$ cat src/rtl/cp2x_pkg.sv
package cp2x_pkg;
  localparam int unsigned XLEN     = 64;
  localparam int unsigned ILEN     = 32;
  localparam int unsigned FMT_W    = 5;
  localparam int unsigned REG_W    = 5;
  localparam int unsigned CAUSE_W  = 5;
  localparam int unsigned COP_W    = 2;
  localparam int unsigned FMT_LSB  = 21;
  localparam int unsigned RT_LSB   = 16;

  localparam logic [CAUSE_W-1:0] CAUSE_CPU = 5'd11;
  localparam logic [CAUSE_W-1:0] CAUSE_RI  = 5'd10;
  localparam logic [COP_W-1:0]   COP_NUM   = 2'd2;

  typedef enum logic [FMT_W-1:0] {
    FMT_RD_W  = 5'd0,
    FMT_RD_D  = 5'd1,
    FMT_RD_C  = 5'd2,
    FMT_WR_W  = 5'd4,
    FMT_WR_D  = 5'd5,
    FMT_WR_C  = 5'd6
  } fmt_e;

  typedef enum logic [2:0] {
    K_NONE,
    K_READ32,
    K_READ64,
    K_WRITE,
    K_UNUSABLE,
    K_RESERVED
  } kind_e;
endpackage

$ cat src/rtl/cp2x_decode.sv
module cp2x_decode
  import cp2x_pkg::*;
(
  input  logic             vld,
  input  logic [ILEN-1:0]  instr,
  input  logic             cu2_en,
  output kind_e            kind,
  output logic [REG_W-1:0] rt
);
  logic [FMT_W-1:0] fmt;

  assign fmt = instr[FMT_LSB +: FMT_W];
  assign rt  = instr[RT_LSB +: REG_W];

  always_comb begin
    kind = K_NONE;
    if (vld) begin
      if (!cu2_en) begin
        kind = K_UNUSABLE;
      end else begin
        case (fmt)
          FMT_RD_W, FMT_RD_C:           kind = K_READ32;
          FMT_RD_D:                     kind = K_READ64;
          FMT_WR_W, FMT_WR_D, FMT_WR_C: kind = K_WRITE;
          default:                      kind = K_RESERVED;
        endcase
      end
    end
  end
endmodule

$ cat src/rtl/cp2x_latch.sv
module cp2x_latch
  import cp2x_pkg::*;
#(
  parameter int unsigned W = XLEN
) (
  input  logic         clk,
  input  logic         rst_n,
  input  logic         wr_en,
  input  logic [W-1:0] wr_data,
  output logic [W-1:0] q
);
  logic [W-1:0] q_nxt;

  always_comb begin
    q_nxt = q;
    if (wr_en) q_nxt = wr_data;
  end

  always_ff @(posedge clk or negedge rst_n) begin
    if (!rst_n) q <= '0;
    else        q <= q_nxt;
  end
endmodule

$ cat src/rtl/cp2x_move_unit.sv
module cp2x_move_unit
  import cp2x_pkg::*;
(
  input  logic                clk,
  input  logic                rst_n,
  input  logic                instr_vld,
  input  logic [ILEN-1:0]     instr,
  input  logic                cu2_en,
  input  logic [XLEN-1:0]     rt_val,
  output logic                gpr_we,
  output logic [REG_W-1:0]    gpr_idx,
  output logic [XLEN-1:0]     gpr_wdata,
  output logic                exc_req,
  output logic [CAUSE_W-1:0]  exc_cause,
  output logic [COP_W-1:0]    exc_cop
);
  localparam int unsigned HALF = XLEN / 2;

  kind_e             kind;
  logic [REG_W-1:0]  rt;
  logic [XLEN-1:0]   latch_q;
  logic              latch_wr;

  logic              we_nxt, exc_nxt;
  logic              data_en, exc_en;
  logic [REG_W-1:0]  idx_nxt;
  logic [XLEN-1:0]   wdata_nxt;
  logic [CAUSE_W-1:0] cause_nxt;

  cp2x_decode u_dec (
    .vld    (instr_vld),
    .instr  (instr),
    .cu2_en (cu2_en),
    .kind   (kind),
    .rt     (rt)
  );

  cp2x_latch #(.W(XLEN)) u_latch (
    .clk     (clk),
    .rst_n   (rst_n),
    .wr_en   (latch_wr),
    .wr_data (rt_val),
    .q       (latch_q)
  );

  assign latch_wr = (kind == K_WRITE);

  always_comb begin
    we_nxt    = 1'b0;
    exc_nxt   = 1'b0;
    data_en   = 1'b0;
    exc_en    = 1'b0;
    idx_nxt   = gpr_idx;
    wdata_nxt = gpr_wdata;
    cause_nxt = exc_cause;
    case (kind)
      K_READ32: begin
        data_en   = 1'b1;
        we_nxt    = (rt != '0);
        idx_nxt   = rt;
        wdata_nxt = {{HALF{latch_q[HALF-1]}}, latch_q[HALF-1:0]};
      end
      K_READ64: begin
        data_en   = 1'b1;
        we_nxt    = (rt != '0);
        idx_nxt   = rt;
        wdata_nxt = latch_q;
      end
      K_UNUSABLE: begin
        exc_en    = 1'b1;
        exc_nxt   = 1'b1;
        cause_nxt = CAUSE_CPU;
      end
      K_RESERVED: begin
        exc_en    = 1'b1;
        exc_nxt   = 1'b1;
        cause_nxt = CAUSE_RI;
      end
      default: ;
    endcase
  end

  always_ff @(posedge clk or negedge rst_n) begin
    if (!rst_n) begin
      gpr_we  <= 1'b0;
      exc_req <= 1'b0;
    end else begin
      gpr_we  <= we_nxt;
      exc_req <= exc_nxt;
    end
  end

  always_ff @(posedge clk or negedge rst_n) begin
    if (!rst_n) begin
      gpr_idx   <= '0;
      gpr_wdata <= '0;
    end else if (data_en) begin
      gpr_idx   <= idx_nxt;
      gpr_wdata <= wdata_nxt;
    end
  end

  always_ff @(posedge clk or negedge rst_n) begin
    if (!rst_n) begin
      exc_cause <= '0;
      exc_cop   <= '0;
    end else if (exc_en) begin
      exc_cause <= cause_nxt;
      exc_cop   <= COP_NUM;
    end
  end

  assert_unusable_R2: assert property (@(posedge clk) disable iff (!rst_n)
    $past(instr_vld && !cu2_en) |-> (exc_req && exc_cause == CAUSE_CPU && !gpr_we));

  assert_latch_held_R2: assert property (@(posedge clk) disable iff (!rst_n)
    $past(instr_vld && !cu2_en) |-> (latch_q == $past(latch_q)));

  assert_cop_num_R3: assert property (@(posedge clk) disable iff (!rst_n)
    exc_req |-> (exc_cop == COP_NUM && !gpr_we));

  assert_dword_read_R5: assert property (@(posedge clk) disable iff (!rst_n)
    $past(instr_vld && cu2_en && instr[FMT_LSB +: FMT_W] == 5'd1 && instr[RT_LSB +: REG_W] != '0)
      |-> (gpr_we && gpr_wdata == $past(latch_q)));

  assert_write_stores_R6: assert property (@(posedge clk) disable iff (!rst_n)
    $past(instr_vld && cu2_en && (instr[FMT_LSB +: FMT_W] == 5'd4 || instr[FMT_LSB +: FMT_W] == 5'd5
          || instr[FMT_LSB +: FMT_W] == 5'd6)) |-> (latch_q == $past(rt_val) && !gpr_we && !exc_req));

  assert_idle_quiet_R9: assert property (@(posedge clk) disable iff (!rst_n)
    !$past(instr_vld) |-> (!gpr_we && !exc_req));

  assert_no_r0_R10: assert property (@(posedge clk) disable iff (!rst_n)
    gpr_we |-> (gpr_idx != '0));
endmodule

$ cat config.mk
export PLATFORM = sky130hd
export DESIGN_NAME = cp2x_move_unit
export DESIGN_NICKNAME = d
export VERILOG_FILES = /design/src/rtl/cp2x_pkg.sv /design/src/rtl/cp2x_decode.sv /design/src/rtl/cp2x_latch.sv /design/src/rtl/cp2x_move_unit.sv
export SDC_FILE = /design/constraint.sdc
export NUM_CORES = 1
export LEC_CHECK = 0
export ABC_CLOCK_PERIOD_IN_PS = 1600
export BUFFER_PORTS_ARGS = -buffer_cell sky130_fd_sc_hd__clkbuf_2
export CORE_ASPECT_RATIO = 0.8
export CORE_MARGIN = 8
export CORE_UTILIZATION = 52
export CTS_BUF_LIST = sky130_fd_sc_hd__clkbuf_8
export DETAILED_ROUTE_END_ITERATION = 16
export PLACE_DENSITY = 0.81
export RECOVER_POWER = 100
export SYNTH_ARGS = -nofsm -noshare
export SYNTH_HDL_FRONTEND = slang
export SYNTH_SLANG_ARGS = --single-unit
$ cat constraint.sdc
create_clock -name clk -period 1.6 [get_ports clk]
set_input_delay 0.08 -clock clk [delete_from_list [all_inputs] [get_ports clk]]
set_output_delay 0.08 -clock clk [all_outputs]
set_load 0.05 [all_outputs]
* After elaboration in Yosys (flattened, before gate mapping)
Cells that the tools add are included.
** Word-level totals
- Bits of input ports :: 100
- Flip-flop bits (word level) :: 141
** Operators by class
- Equal/unequal tests :: 10
- Reduce and logical (&&, ||, !) cells :: 11
- Mux-type cells :: 8
** Operators with widths (number)
- $pmux 64 s2 :: 1
- $eq 5x3->1 const B :: 3
- $pmux 5 s2 :: 1
- $pmux 3 s3 :: 1
- $eq 3x2->1 const B :: 2
- $eq 3x3->1 const B :: 2
- $mux 3 :: 2
- $reduce_and 2->1 :: 3
- $reduce_or 2->1 :: 3
- $eq 5x1->1 const B :: 1
- $eq 5x2->1 const B :: 1
- $logic_not 5->1 :: 1
- $reduce_bool 5->1 :: 1
- $reduce_bool 2->1 :: 2
- $eq 3x1->1 const B :: 1
- $mux 1 :: 3
- $reduce_or 3->1 :: 1

* Depth between registers and ports, before layout
Gate-level depths: netlist of the first run.
- Word-level depth :: 9
- Gate-level depth with buffers :: 5
- Mapped depth without buffers :: 3

* Cells and area by module
From an unflattened synthesis of the first run, not the netlist that was laid out.
** Unflattened totals
- Cell total of the unflattened synthesis :: 354
- Area, all modules :: 6030.8 um^2
** By module, submodules not included
- cp2x_move_unit :: sequential area each 1826.8 um^2, cells an instance 204, times used 1, area each 3251.9 um^2
- cp2x_latch :: sequential area each 1601.5 um^2, cells an instance 135, times used 1, area each 2678.8 um^2
- cp2x_decode :: sequential area each 0.0 um^2, cells an instance 15, times used 1, area each 100.1 um^2

* Worst setup path after synthesis of the first run
Ideal clock, no wire load.
- Kind :: input port to flip-flop
- From :: input instr[22]
- To :: register u_latch.q[0]
- Data arrival time :: 1182 ps
- Stages :: 5
- Setup slack :: 290 ps
- Setup time :: 127 ps
- Cell sequence :: a211oi_2 > and4_1 > buf_4 > buf_6 > mux2_1
** On the way
- Word-level cells in the longest chain between the ends :: 6
- Elaborated cells on any way between the ends :: 12
** Ends and longest elaborated chain
- from (decl) :: RTL line cp2x_move_unit.sv:7 : input logic [ILEN-1:0] instr,
- $eq 5x3->1 (tied with other cells) :: RTL line cp2x_decode.sv:21 : case (fmt)
- $reduce_or 3->1 or $reduce_or 2->1 (tied branches) :: RTL line cp2x_decode.sv:21
- $pmux 3 s3 (*) :: RTL line cp2x_decode.sv:21
- $mux 3 (*) :: RTL line cp2x_decode.sv:18 : if (!cu2_en) begin
- $mux 3 (*) :: RTL line cp2x_decode.sv:17 : if (vld) begin
- $eq 3x2->1 (*) :: RTL line cp2x_move_unit.sv:46 : assign latch_wr = (kind == K_WRITE);
- to (signal assigned) :: RTL line cp2x_latch.sv:21 : else q <= q_nxt;
- to (decl) :: RTL line cp2x_latch.sv:10 : output logic [W-1:0] q
Mark *: on every way between the ends. The rest lies on a longest branch, timed or not.
A chain may end at the register's enable or synchronous reset.

* Worst setup path in the final report of the first run
- From :: input instr_vld
- To :: register u_latch.q[2]
** On the way
- Word-level cells in the longest chain between the ends :: 2
** Ends and longest elaborated chain
- from (decl) :: RTL line cp2x_move_unit.sv:6 : input logic instr_vld,
- $mux 3 :: RTL line cp2x_decode.sv:17
- $eq 3x2->1 :: RTL line cp2x_move_unit.sv:46
Every way passes these cells.

==> results.sh, run 1 <==
export IMPL_hp_class="primary input to asynchronous set/reset pin"
export IMPL_routedWlPerCell_um=18.7
export IMPL_portBuffers=152
export IMPL_syn_mean_instance_area_um2=16.6
export IMPL_start_util_pct=53.6
export IMPL_r2r_end="exc_cause[0]"
export IMPL_min_period_ns=1.46
export IMPL_numCtsBuffers=17
export IMPL_post_dp_hpwl_um=8260
export IMPL_yosysWarnings=0
export IMPL_powerDensity_nw_per_um2=1430
export IMPL_skew_ns=0.00881
export IMPL_cap_viol_max_count=0
export IMPL_synth_edff_count=0
export IMPL_grt_pass1_vias=4048
export IMPL_grt_max_degree=56
export IMPL_post_place_cells=590
export IMPL_regToRegSetupSlack_ns=0.38
export IMPL_rsz0062_at_grt="false"
export IMPL_vias=3596
export IMPL_antenna_found_initial=1
export IMPL_finalHoldViolCount=0
export IMPL_syn_to_final_growth_pct=38.3
export IMPL_finalSetupViolations=0
export IMPL_fin_setup_tns_ns=0
export IMPL_design_area_um2=7150
export IMPL_cp_arrival_ns=1.76
export IMPL_synthCells=312
export IMPL_slew_headroom_pct=55.0
export IMPL_tightest_slew_ns=0.678
export IMPL_io_pins=178
export IMPL_ir_drop_v=0.00108
export IMPL_firstDrtPassIters=6
export IMPL_synth_most_common_cell="dfrtp_1"
export IMPL_ctsLongestPathBuffers=2
export IMPL_cts_tree="yes"
export IMPL_slowest_stage="dlygate4sd3_1"
export IMPL_p_leak_nw=3.41
export IMPL_synth_area_leaders="dfrtp_1, mux2_1, mux2_2, a221o_1, buf_6"
export IMPL_synth_cell_type_count=21
export IMPL_timing_rr_start="exc_cause[0]"
export IMPL_required_ns=1.90
export IMPL_cts_sinks=137
export IMPL_cts_root_buffer="clkbuf_8"
export IMPL_h_tree_depth=4
export IMPL_fin_crit_sh_pct=91.3
export IMPL_netlist_area_um2=5170
export IMPL_synthArstFlopShare_pct=100
export IMPL_critPathKind="primary input to flip-flop"
export IMPL_crit_cells=5
export IMPL_gp_congestion=0.751
export IMPL_cp_startpoint="instr_vld"
export IMPL_grt_pass1_wl_um=21100
export IMPL_die_h_um=105
export IMPL_critical_path_endpoint_type="flip-flop"
export IMPL_drtIter0Drc=210
export IMPL_clk_latency_ns=0.43
export IMPL_ys_ff_latch=137
export IMPL_vias_per_cell=5.17
export IMPL_fmax_ghz=0.685
export IMPL_finalNetCount=646
export IMPL_track_usage_pct=20.3
export IMPL_ys_top_cells_by_count="dfrtp_1, mux2_1, mux2_2"
export IMPL_postCtsSetupBuffers=0
export IMPL_ys_flop_type="dfrtp_1"
export IMPL_path_cells="dlygate4sd3_1 > clkbuf_1 > and4_1 > buf_12 > mux2_1"
export IMPL_seq_area_frac_synth_pct=66.3
export IMPL_layout_drive_gt1_share_pct=29.4
export IMPL_worst_setup_path_start_kind="primary input"
export IMPL_cp_endpoint="u_latch.q[2]"
export IMPL_core_area_um2=9650
export IMPL_path_buf_inv=3
export IMPL_instances_no_fill=695
export IMPL_drv_slew=0
export IMPL_crit_fanout=29
export IMPL_synth_top_cell_area_share_pct=66.3
export IMPL_fp_dieArea_um2=13400
export IMPL_max_stage_delay_ns=0.54
export IMPL_status="complete, no violations"
export IMPL_die_w_um=127
export IMPL_placedInstanceArea_um2=6140
export IMPL_path_delay_family="buffers and inverters"
export IMPL_rows=32
export IMPL_ant_nets=0
export IMPL_grt_overflow=0
export IMPL_worstRegToRegCells=3
export IMPL_drc_errors=0
export IMPL_cts_clk_slew_worst_paths_ns=0.07
export IMPL_synth_top_area_cell="dfrtp_1"
export IMPL_wirelength_um=13000
[how the worst min path moves through the flow]
stage	depth (start not counted)	endpoint	slack, ns
3_5_place_dp	1	gpr_wdata[35]	0.08
2_1_floorplan	0	exc_cause[0]	-0.22
6_report	2	gpr_wdata[33]	0.17
3_3_place_gp	1	gpr_wdata[33]	0.07
5_1_grt	2	gpr_wdata[33]	0.20
4_1_cts	4	exc_req	0.17
[routing by layer]
metal | routed length (um) | vias up | global-route usage, % | part of all wire (%)
li1 | - | 1617 | - | -
met1 | 4990 | 1801 | 22.3 | 38
met2 | 6570 | 140 | 33.9 | 51
met3 | 945 | 38 | 7.87 | 7.3
met4 | 461 | 0 | 10.1 | 3.6
met5 | 0 | - | 0 | 0
[placed cells by master, fill, tap and decap left out, types with 2 or more instances in the layout]
cell type	instances
dfrtp_1	137
clkbuf_2	78
clkbuf_1	75
dlygate4sd3_1	73
mux2_1	60
mux2_2	41
a221o_1	32
clkbuf_8	22
buf_12	5
buf_4	5
inv_1	3
conb_1	3
clkinv_2	3
a21oi_1	2
nand2b_1	2
o21ai_0	2
clkinvlp_4	2
bufinv_16	2
[report_power, final]
part           switching (mW)  internal, mW  leakage (nW)
sequential              0.407          4.23          1.76
clock                    1.23          1.57         0.209
combinational            1.95         0.842          1.45
total                    3.58          6.63          3.41
[sequential cells by signal, indices dropped and copies added, names as in the netlist]
name / count
gpr_wdata: 64
u_latch.q: 64
gpr_idx: 5
exc_cause: 2
exc_req: 1
gpr_we: 1
[repair_timing]
action / in CTS / in global routing
hold buffers: 73 / 0
resized for setup: 0 / 0
hold endpoints to repair: 124 / 0
[stage by stage]
stage	hold slack [ns]	worst slack [ns]	power (mW)	util, %
4_1_cts	0.174	0.185	10.4	75.4
5_1_grt	0.201	0.106	10.7	74.1
3_5_place_dp	0.0781	0.0813	7.45	63.6
2_1_floorplan	-0.216	0.290	6.60	-
6_report	0.172	0.140	10.2	74.1
3_3_place_gp	0.0659	0.115	7.32	63.6
[area by class of cell]
| type | count | area (um2) |
|---|---|---|
| fillers | 641 | 2500 |
| clock inverters | 9 | 97.6 |
| repair buffers | 238 | 1560 |
| well taps | 136 | 170 |
| diodes | 1 | 2.50 |
| clock buffers | 22 | 303 |
| flip-flops and latches | 137 | 3430 |
| inverters | 1 | 3.75 |
| multi-input cells | 151 | 1590 |
[logic make-up after synthesis]
group           share of synthesized area (%)
simple gates                             1.50
mux                                      22.0
buf+inv                                  3.29
other cells                            0.0725
compound gates                           6.82
flops                                    66.3
(Power assumes the default switching activity.)
==> run 2, diff against run 1 <==
--- a/config.mk
+++ b/config.mk
@@ -5,15 +5,14 @@
 export SDC_FILE = /design/constraint.sdc
 export NUM_CORES = 1
 export LEC_CHECK = 0
-export ABC_CLOCK_PERIOD_IN_PS = 1600
+export ABC_CLOCK_PERIOD_IN_PS = 1200
 export BUFFER_PORTS_ARGS = -buffer_cell sky130_fd_sc_hd__clkbuf_2
 export CORE_ASPECT_RATIO = 0.8
 export CORE_MARGIN = 8
-export CORE_UTILIZATION = 52
+export CORE_UTILIZATION = 47
 export CTS_BUF_LIST = sky130_fd_sc_hd__clkbuf_8
 export DETAILED_ROUTE_END_ITERATION = 16
-export PLACE_DENSITY = 0.81
-export RECOVER_POWER = 100
+export PLACE_DENSITY = 0.78
 export SYNTH_ARGS = -nofsm -noshare
 export SYNTH_HDL_FRONTEND = slang
 export SYNTH_SLANG_ARGS = --single-unit
==> constraint.sdc (replaced) <==
create_clock -name clk -period 1.2 [get_ports clk]
set_input_delay 0.06 -clock clk [delete_from_list [all_inputs] [get_ports clk]]
set_output_delay 0.06 -clock clk [all_outputs]
set_load 0.05 [all_outputs]
==> run 2 against run 1 <==
- non-clock buffer count increased by 6
- power increased by 31%
- cell area increased by 2.2%
- utilization decreased by 6.5 points
- final cell count increased by 2.0%
- sequential power increased by 33%
- sequential cell count unchanged
- critical path type unchanged
- critical endpoint is now exc_req
- largest cell class unchanged
==> results.sh, run 2 (synthesis gave the netlist of run 1 again) <==
export IMPL_numCtsBuffers=17
export IMPL_routedWlPerCell_um=18.0
export IMPL_clk_latency_ns=0.42
export IMPL_regToRegSetupSlack_ns=0.006
export IMPL_min_period_ns=1.19
export IMPL_place_ws_ns=-0.299
export IMPL_portBuffers=152
export IMPL_required_ns=1.56
export IMPL_ant_nets=0
export IMPL_path_buf_inv=4
export IMPL_crit_path_frequent_cell="dlygate4sd3_1"
export IMPL_drv_slew=0
export IMPL_critical_path_endpoint_type="flip-flop"
export IMPL_path_delay_family="buffers and inverters"
export IMPL_firstDrtPassIters=4
export IMPL_vias_per_cell=5.05
export IMPL_max_stage_delay_ns=0.59
export IMPL_postCtsSetupBuffers=0
export IMPL_critPathKind="primary input to flip-flop"
export IMPL_cp_endpoint="exc_req"
export IMPL_io_pins=178
export IMPL_h_tree_depth=4
export IMPL_slowest_stage="dlygate4sd3_1"
export IMPL_finalHoldViolCount=0
export IMPL_fin_setup_tns_ns=0
export IMPL_slew_headroom_pct=63.5
export IMPL_powerDensity_nw_per_um2=1830
export IMPL_drc_errors=0
export IMPL_post_place_cells=604
export IMPL_path_cells="clkbuf_2 > dlygate4sd3_1 > inv_1 > a21oi_1 > dlygate4sd3_1"
export IMPL_hp_class="primary input to asynchronous set/reset pin"
export IMPL_instances_no_fill=709
export IMPL_syn_to_final_growth_pct=41.4
export IMPL_cts_root_buffer="clkbuf_8"
export IMPL_cap_viol_max_count=0
export IMPL_drtIter0Drc=140
export IMPL_finalSetupViolations=0
export IMPL_worstRegToRegCells=4
export IMPL_met1Wirelength_um=5210
export IMPL_ctsLongestPathBuffers=2
export IMPL_fin_crit_sh_pct=99.5
export IMPL_wirelength_um=12700
export IMPL_ir_drop_v=0.00118
export IMPL_grt_max_degree=43
export IMPL_finalNetCount=652
export IMPL_timing_rr_start="u_latch.q[31]"
export IMPL_worst_slack_ns=0.00605
export IMPL_crit_cells=5
export IMPL_vias=3583
export IMPL_rows=34
export IMPL_cts_sinks=137
export IMPL_reg_top3="gpr_wdata: 64 flops, u_latch.q: 64 flops, gpr_idx: 5 flops"
export IMPL_die_h_um=110
export IMPL_wl_met2_um=6430
export IMPL_cp_startpoint="instr_vld"
export IMPL_cts_clk_slew_worst_paths_ns=0.08
export IMPL_mostFrequentLayoutCell="dfrtp_1"
export IMPL_grt_overflow=0
export IMPL_wl_met3_um=916
export IMPL_cp_arrival_ns=1.56
export IMPL_post_dp_hpwl_um=8480
export IMPL_layout_drive_gt1_share_pct=43.9
export IMPL_die_w_um=133
export IMPL_tightest_slew_ns=0.548
export IMPL_most_common_layout_cells="dfrtp_1, clkbuf_2, dlygate4sd3_1"
export IMPL_antenna_found_initial=0
export IMPL_status="complete, no violations"
export IMPL_post_route_util_pct=67.6
export IMPL_core_area_um2=10800
export IMPL_num_antenna_cells=0
export IMPL_grt_pass1_wl_um=21100
export IMPL_fp_dieArea_um2=14600
export IMPL_gp_congestion=0.716
export IMPL_cts_tree="yes"
export IMPL_rsz0062_at_grt="true"
export IMPL_r2r_end="gpr_wdata[32]"
export IMPL_p_leak_nw=3.68
export IMPL_worst_setup_path_start_kind="primary input"
export IMPL_start_util_pct=47.8
export IMPL_crit_fanout=3
export IMPL_top_layer="met4"
export IMPL_skew_ns=0.00931
export IMPL_grt_pass1_vias=4133
export IMPL_track_usage_pct=18.3
export IMPL_fmax_ghz=0.838
-- run 2: changes by cell type in the layout (fill, tap and decap cells not counted), moves of 2 or more --
cell / before / now
clkbuf_8: 22 / 18
clkbuf_1: 75 / 0
bufinv_16: 2 / 0
clkinv_4: 0 / 3
clkinvlp_4: 2 / 4
clkbuf_2: 78 / 132
inv_6: 0 / 3
buf_12: 5 / 7
clkbuf_4: 1 / 5
buf_2: 0 / 14
buf_4: 5 / 12
-- run 2: worst min-delay path by stage --
stage | start | to | slack, ns | cells past startpoint
after floorplan | rst_n | exc_cause[0] | -0.24 | 0
after global placement | rst_n | gpr_wdata[30] | 0.008 | 1
after detailed placement | rst_n | u_latch.q[24] | 0.01 | 1
after CTS | rst_n | gpr_wdata[19] | 0.12 | 2
after global routing | rst_n | u_latch.q[24] | 0.14 | 2
final | rst_n | u_latch.q[24] | 0.13 | 2
-- run 2: worst reg2reg max path: stages, from the launching register on --
cell	delay [ns]
dfrtp_1	0.41
nand2b_1	0.13
nor4_4	0.05
buf_12	0.17
a221o_1	0.30
-- run 2: final cells by class --
type | instances | area, um2
Sequential cell | 137 | 3430
Timing Repair Buffer | 244 | 1740
Fill cell | 763 | 3500
Multi-Input combinational cell | 151 | 1610
Clock buffer | 18 | 248
Inverter | 1 | 3.75
Tap cell | 144 | 180
Clock inverter | 14 | 101
-- run 2: what timing repair did --
action                                  CTS  global route
resized for setup                         3            18
hold buffers                             73             0
endpoints found under the setup margin    4            32
hold endpoints to repair                209             0
-- run 2: per-layer routing --
| metal | global-route usage (%) | vias to the layer above |
|---|---|---|
| li1 | - | 1626 |
| met1 | 21.3 | 1819 |
| met2 | 30.8 | 122 |
| met3 | 6.71 | 16 |
| met4 | 6.79 | 0 |
| met5 | 0 | - |
-- run 2: through the flow --
step | total power [mW] | hold WS [ns] | area [um2]
finish | 13.4 | 0.134 | 7310
global route | 14.0 | 0.139 | 7310
CTS | 13.5 | 0.116 | 7300
detailed placement | 9.97 | 0.0138 | 6220
global placement | 9.81 | 0.00813 | 6220
floorplan | 8.80 | -0.236 | 5190
-- run 2: power breakdown --
part	internal (mW)	switching (mW)
combinational	1.29	2.59
sequential	5.63	0.550
clock	1.49	1.81
total	8.41	4.95
==> run 3, diff against run 2 <==
--- a/config.mk
+++ b/config.mk
@@ -5,14 +5,14 @@
 export SDC_FILE = /design/constraint.sdc
 export NUM_CORES = 1
 export LEC_CHECK = 0
-export ABC_CLOCK_PERIOD_IN_PS = 1200
+export ABC_CLOCK_PERIOD_IN_PS = 1300
 export BUFFER_PORTS_ARGS = -buffer_cell sky130_fd_sc_hd__clkbuf_2
 export CORE_ASPECT_RATIO = 0.8
 export CORE_MARGIN = 8
-export CORE_UTILIZATION = 47
+export CORE_UTILIZATION = 52
 export CTS_BUF_LIST = sky130_fd_sc_hd__clkbuf_8
 export DETAILED_ROUTE_END_ITERATION = 16
-export PLACE_DENSITY = 0.78
+export PLACE_DENSITY = 0.81
 export SYNTH_ARGS = -nofsm -noshare
 export SYNTH_HDL_FRONTEND = slang
 export SYNTH_SLANG_ARGS = --single-unit
==> constraint.sdc (replaced) <==
create_clock -name clk -period 1.3 [get_ports clk]
set_input_delay 0.065 -clock clk [delete_from_list [all_inputs] [get_ports clk]]
set_output_delay 0.065 -clock clk [all_outputs]
set_load 0.05 [all_outputs]
==> run 3 against run 2 <==
- combinational power fell by 8.2%
- sequential cell count unchanged
- sequential power is 7.8% lower
- clock-buffer cell count up 4
- register-to-register slack improved by 0.08 ns
- non-clock buffer count fell by 2
- highest routed layer unchanged
- first-iteration DRC count increased by 11%
- cell area up 0.60%
- critical path type is now flip-flop to output pin
- power down 2.0%
==> results.sh, run 3 (synthesis gave the netlist of run 1 again) <==
export IMPL_drtIter0Drc=156
export IMPL_p_clk_share_pct=29.2
export IMPL_h_tree_depth=4
export IMPL_most_common_layout_cells="clkbuf_2, dfrtp_1, dlygate4sd3_1"
export IMPL_critPathKind="flip-flop to output pin"
export IMPL_numCtsBuffers=17
export IMPL_finalHoldViolCount=0
export IMPL_track_usage_pct=19.9
export IMPL_cts_clk_slew_worst_paths_ns=0.07
export IMPL_cts_root_buffer="clkbuf_8"
export IMPL_num_antenna_cells=0
export IMPL_rsz0062_at_grt="false"
export IMPL_finalSetupViolations=0
export IMPL_p_comb_share_pct=27.2
export IMPL_firstDrtPassIters=4
export IMPL_total_power_mw=13.1
export IMPL_holdWs_ns=0.0611
export IMPL_wirelength_um=12800
export IMPL_rows=32
export IMPL_p_leak_nw=3.71
export IMPL_die_h_um=105
export IMPL_pwr_share_seq_pct=43.6
export IMPL_ant_nets=0
export IMPL_grt_pass1_wl_um=20900
export IMPL_hp_class="primary input to asynchronous set/reset pin"
export IMPL_core_area_um2=9650
export IMPL_p_sw_share_pct=33.6
export IMPL_place_ws_ns=-0.232
export IMPL_worst_setup_path_start_kind="flip-flop"
export IMPL_critical_path_endpoint_type="output pin"
export IMPL_crit_fanout=4
export IMPL_final_fill_count=576
export IMPL_placedInstanceArea_um2=6170
export IMPL_p_switching_mw=4.40
export IMPL_io_pins=178
export IMPL_status="complete, no violations"
export IMPL_grt_max_degree=43
export IMPL_vias_per_cell=5.12
export IMPL_skew_ns=0.0102
export IMPL_routedWlPerCell_um=18.3
export IMPL_layout_drive_gt1_share_pct=43.6
export IMPL_drc_errors=0
export IMPL_drv_slew=0
export IMPL_fin_crit_sh_pct=93.2
export IMPL_powerDensity_nw_per_um2=1780
export IMPL_postCtsSetupBuffers=0
export IMPL_path_cells="clkbuf_2"
export IMPL_cts_tree="yes"
export IMPL_cap_viol_max_count=0
export IMPL_mostFrequentLayoutCell="clkbuf_2"
export IMPL_grt_pass1_vias=4070
export IMPL_path_delay_family="flip-flops"
export IMPL_ctsLongestPathBuffers=2
export IMPL_reg_top3="gpr_wdata: 64 flops, u_latch.q: 64 flops, gpr_idx: 5 flops"
export IMPL_p_int_mw=8.69
export IMPL_slowest_stage="dfrtp_1"
export IMPL_min_period_ns=1.21
export IMPL_vias=3576
export IMPL_cts_sinks=137
export IMPL_cp_arrival_ns=1.15
export IMPL_portBuffers=152
export IMPL_path_buf_inv=1
export IMPL_die_w_um=127
export IMPL_fp_dieArea_um2=13400
export IMPL_gp_congestion=0.747
export IMPL_post_dp_hpwl_um=8360
export IMPL_worst_slack_ns=0.0884
export IMPL_start_util_pct=53.6
export IMPL_design_area_um2=7350
export IMPL_antenna_found_initial=0
export IMPL_syn_to_final_growth_pct=42.2
export IMPL_ir_drop_v=0.00143
export IMPL_required_ns=1.24
export IMPL_grt_overflow=0
export IMPL_finalNetCount=650
export IMPL_clk_latency_ns=0.43
export IMPL_fmax_ghz=0.825
export IMPL_max_stage_delay_ns=0.41
[run 3: area by class of cell]
class	count	area (um2)	share of cell area [%]
clock buffers	22	303	4.12
clock inverters	9	145	1.97
inverters	1	3.75	0.0511
well taps	136	170	2.31
repair buffers	242	1700	23.1
flip-flops and latches	137	3430	46.6
multi-input cells	151	1600	21.8
[run 3: through the flow]
stage | instances | utilization [%] | setup TNS (ns)
after floorplan | 314 | - | 0
after global placement | 594 | 63.9 | -12.35
after detailed placement | 594 | 63.9 | -19.07
after CTS | 698 | 76.2 | 0
after global routing | 698 | 76.2 | 0
final | 698 | 76.2 | 0
[run 3: final timing paths]
kind,startpoint,to,slack (ns),cells after the start
setup / recovery,exc_cause[1],exc_cause[1],0.09,1
hold / removal,rst_n,u_latch.q[27],0.06,2
setup reg to reg,exc_cause[0],exc_cause[0],0.09,3
hold reg to reg,u_latch.q[13],u_latch.q[13],0.48,1
max in group asynchronous,rst_n,exc_cause[0],0.69,3
min in group clk,instr[25],exc_req,0.19,4
[run 3: power groups by stage]
stage / clock (mW) / combinational (mW) / sequential [mW]
after floorplan: 0 / 0.809 / 7.31
after global placement: 0 / 3.33 / 5.73
after detailed placement: 0 / 3.42 / 5.77
after CTS: 3.92 / 3.60 / 5.70
after global routing: 4.07 / 3.76 / 5.82
final: 3.83 / 3.56 / 5.70
[run 3: repair_timing]
action,in CTS,in global routing
setup endpoints to repair,0,1
endpoints found under the hold margin,209,1
hold buffers,73,1
resized for setup,0,2
[run 3: routing by layer]
layer	vias up	share of wire [%]	GRT usage, %
met2	117	53	34.6
li1	1625	-	-
met5	-	0	0
met1	1815	38	21.7
met3	19	7.0	7.06
met4	0	2.1	8.22
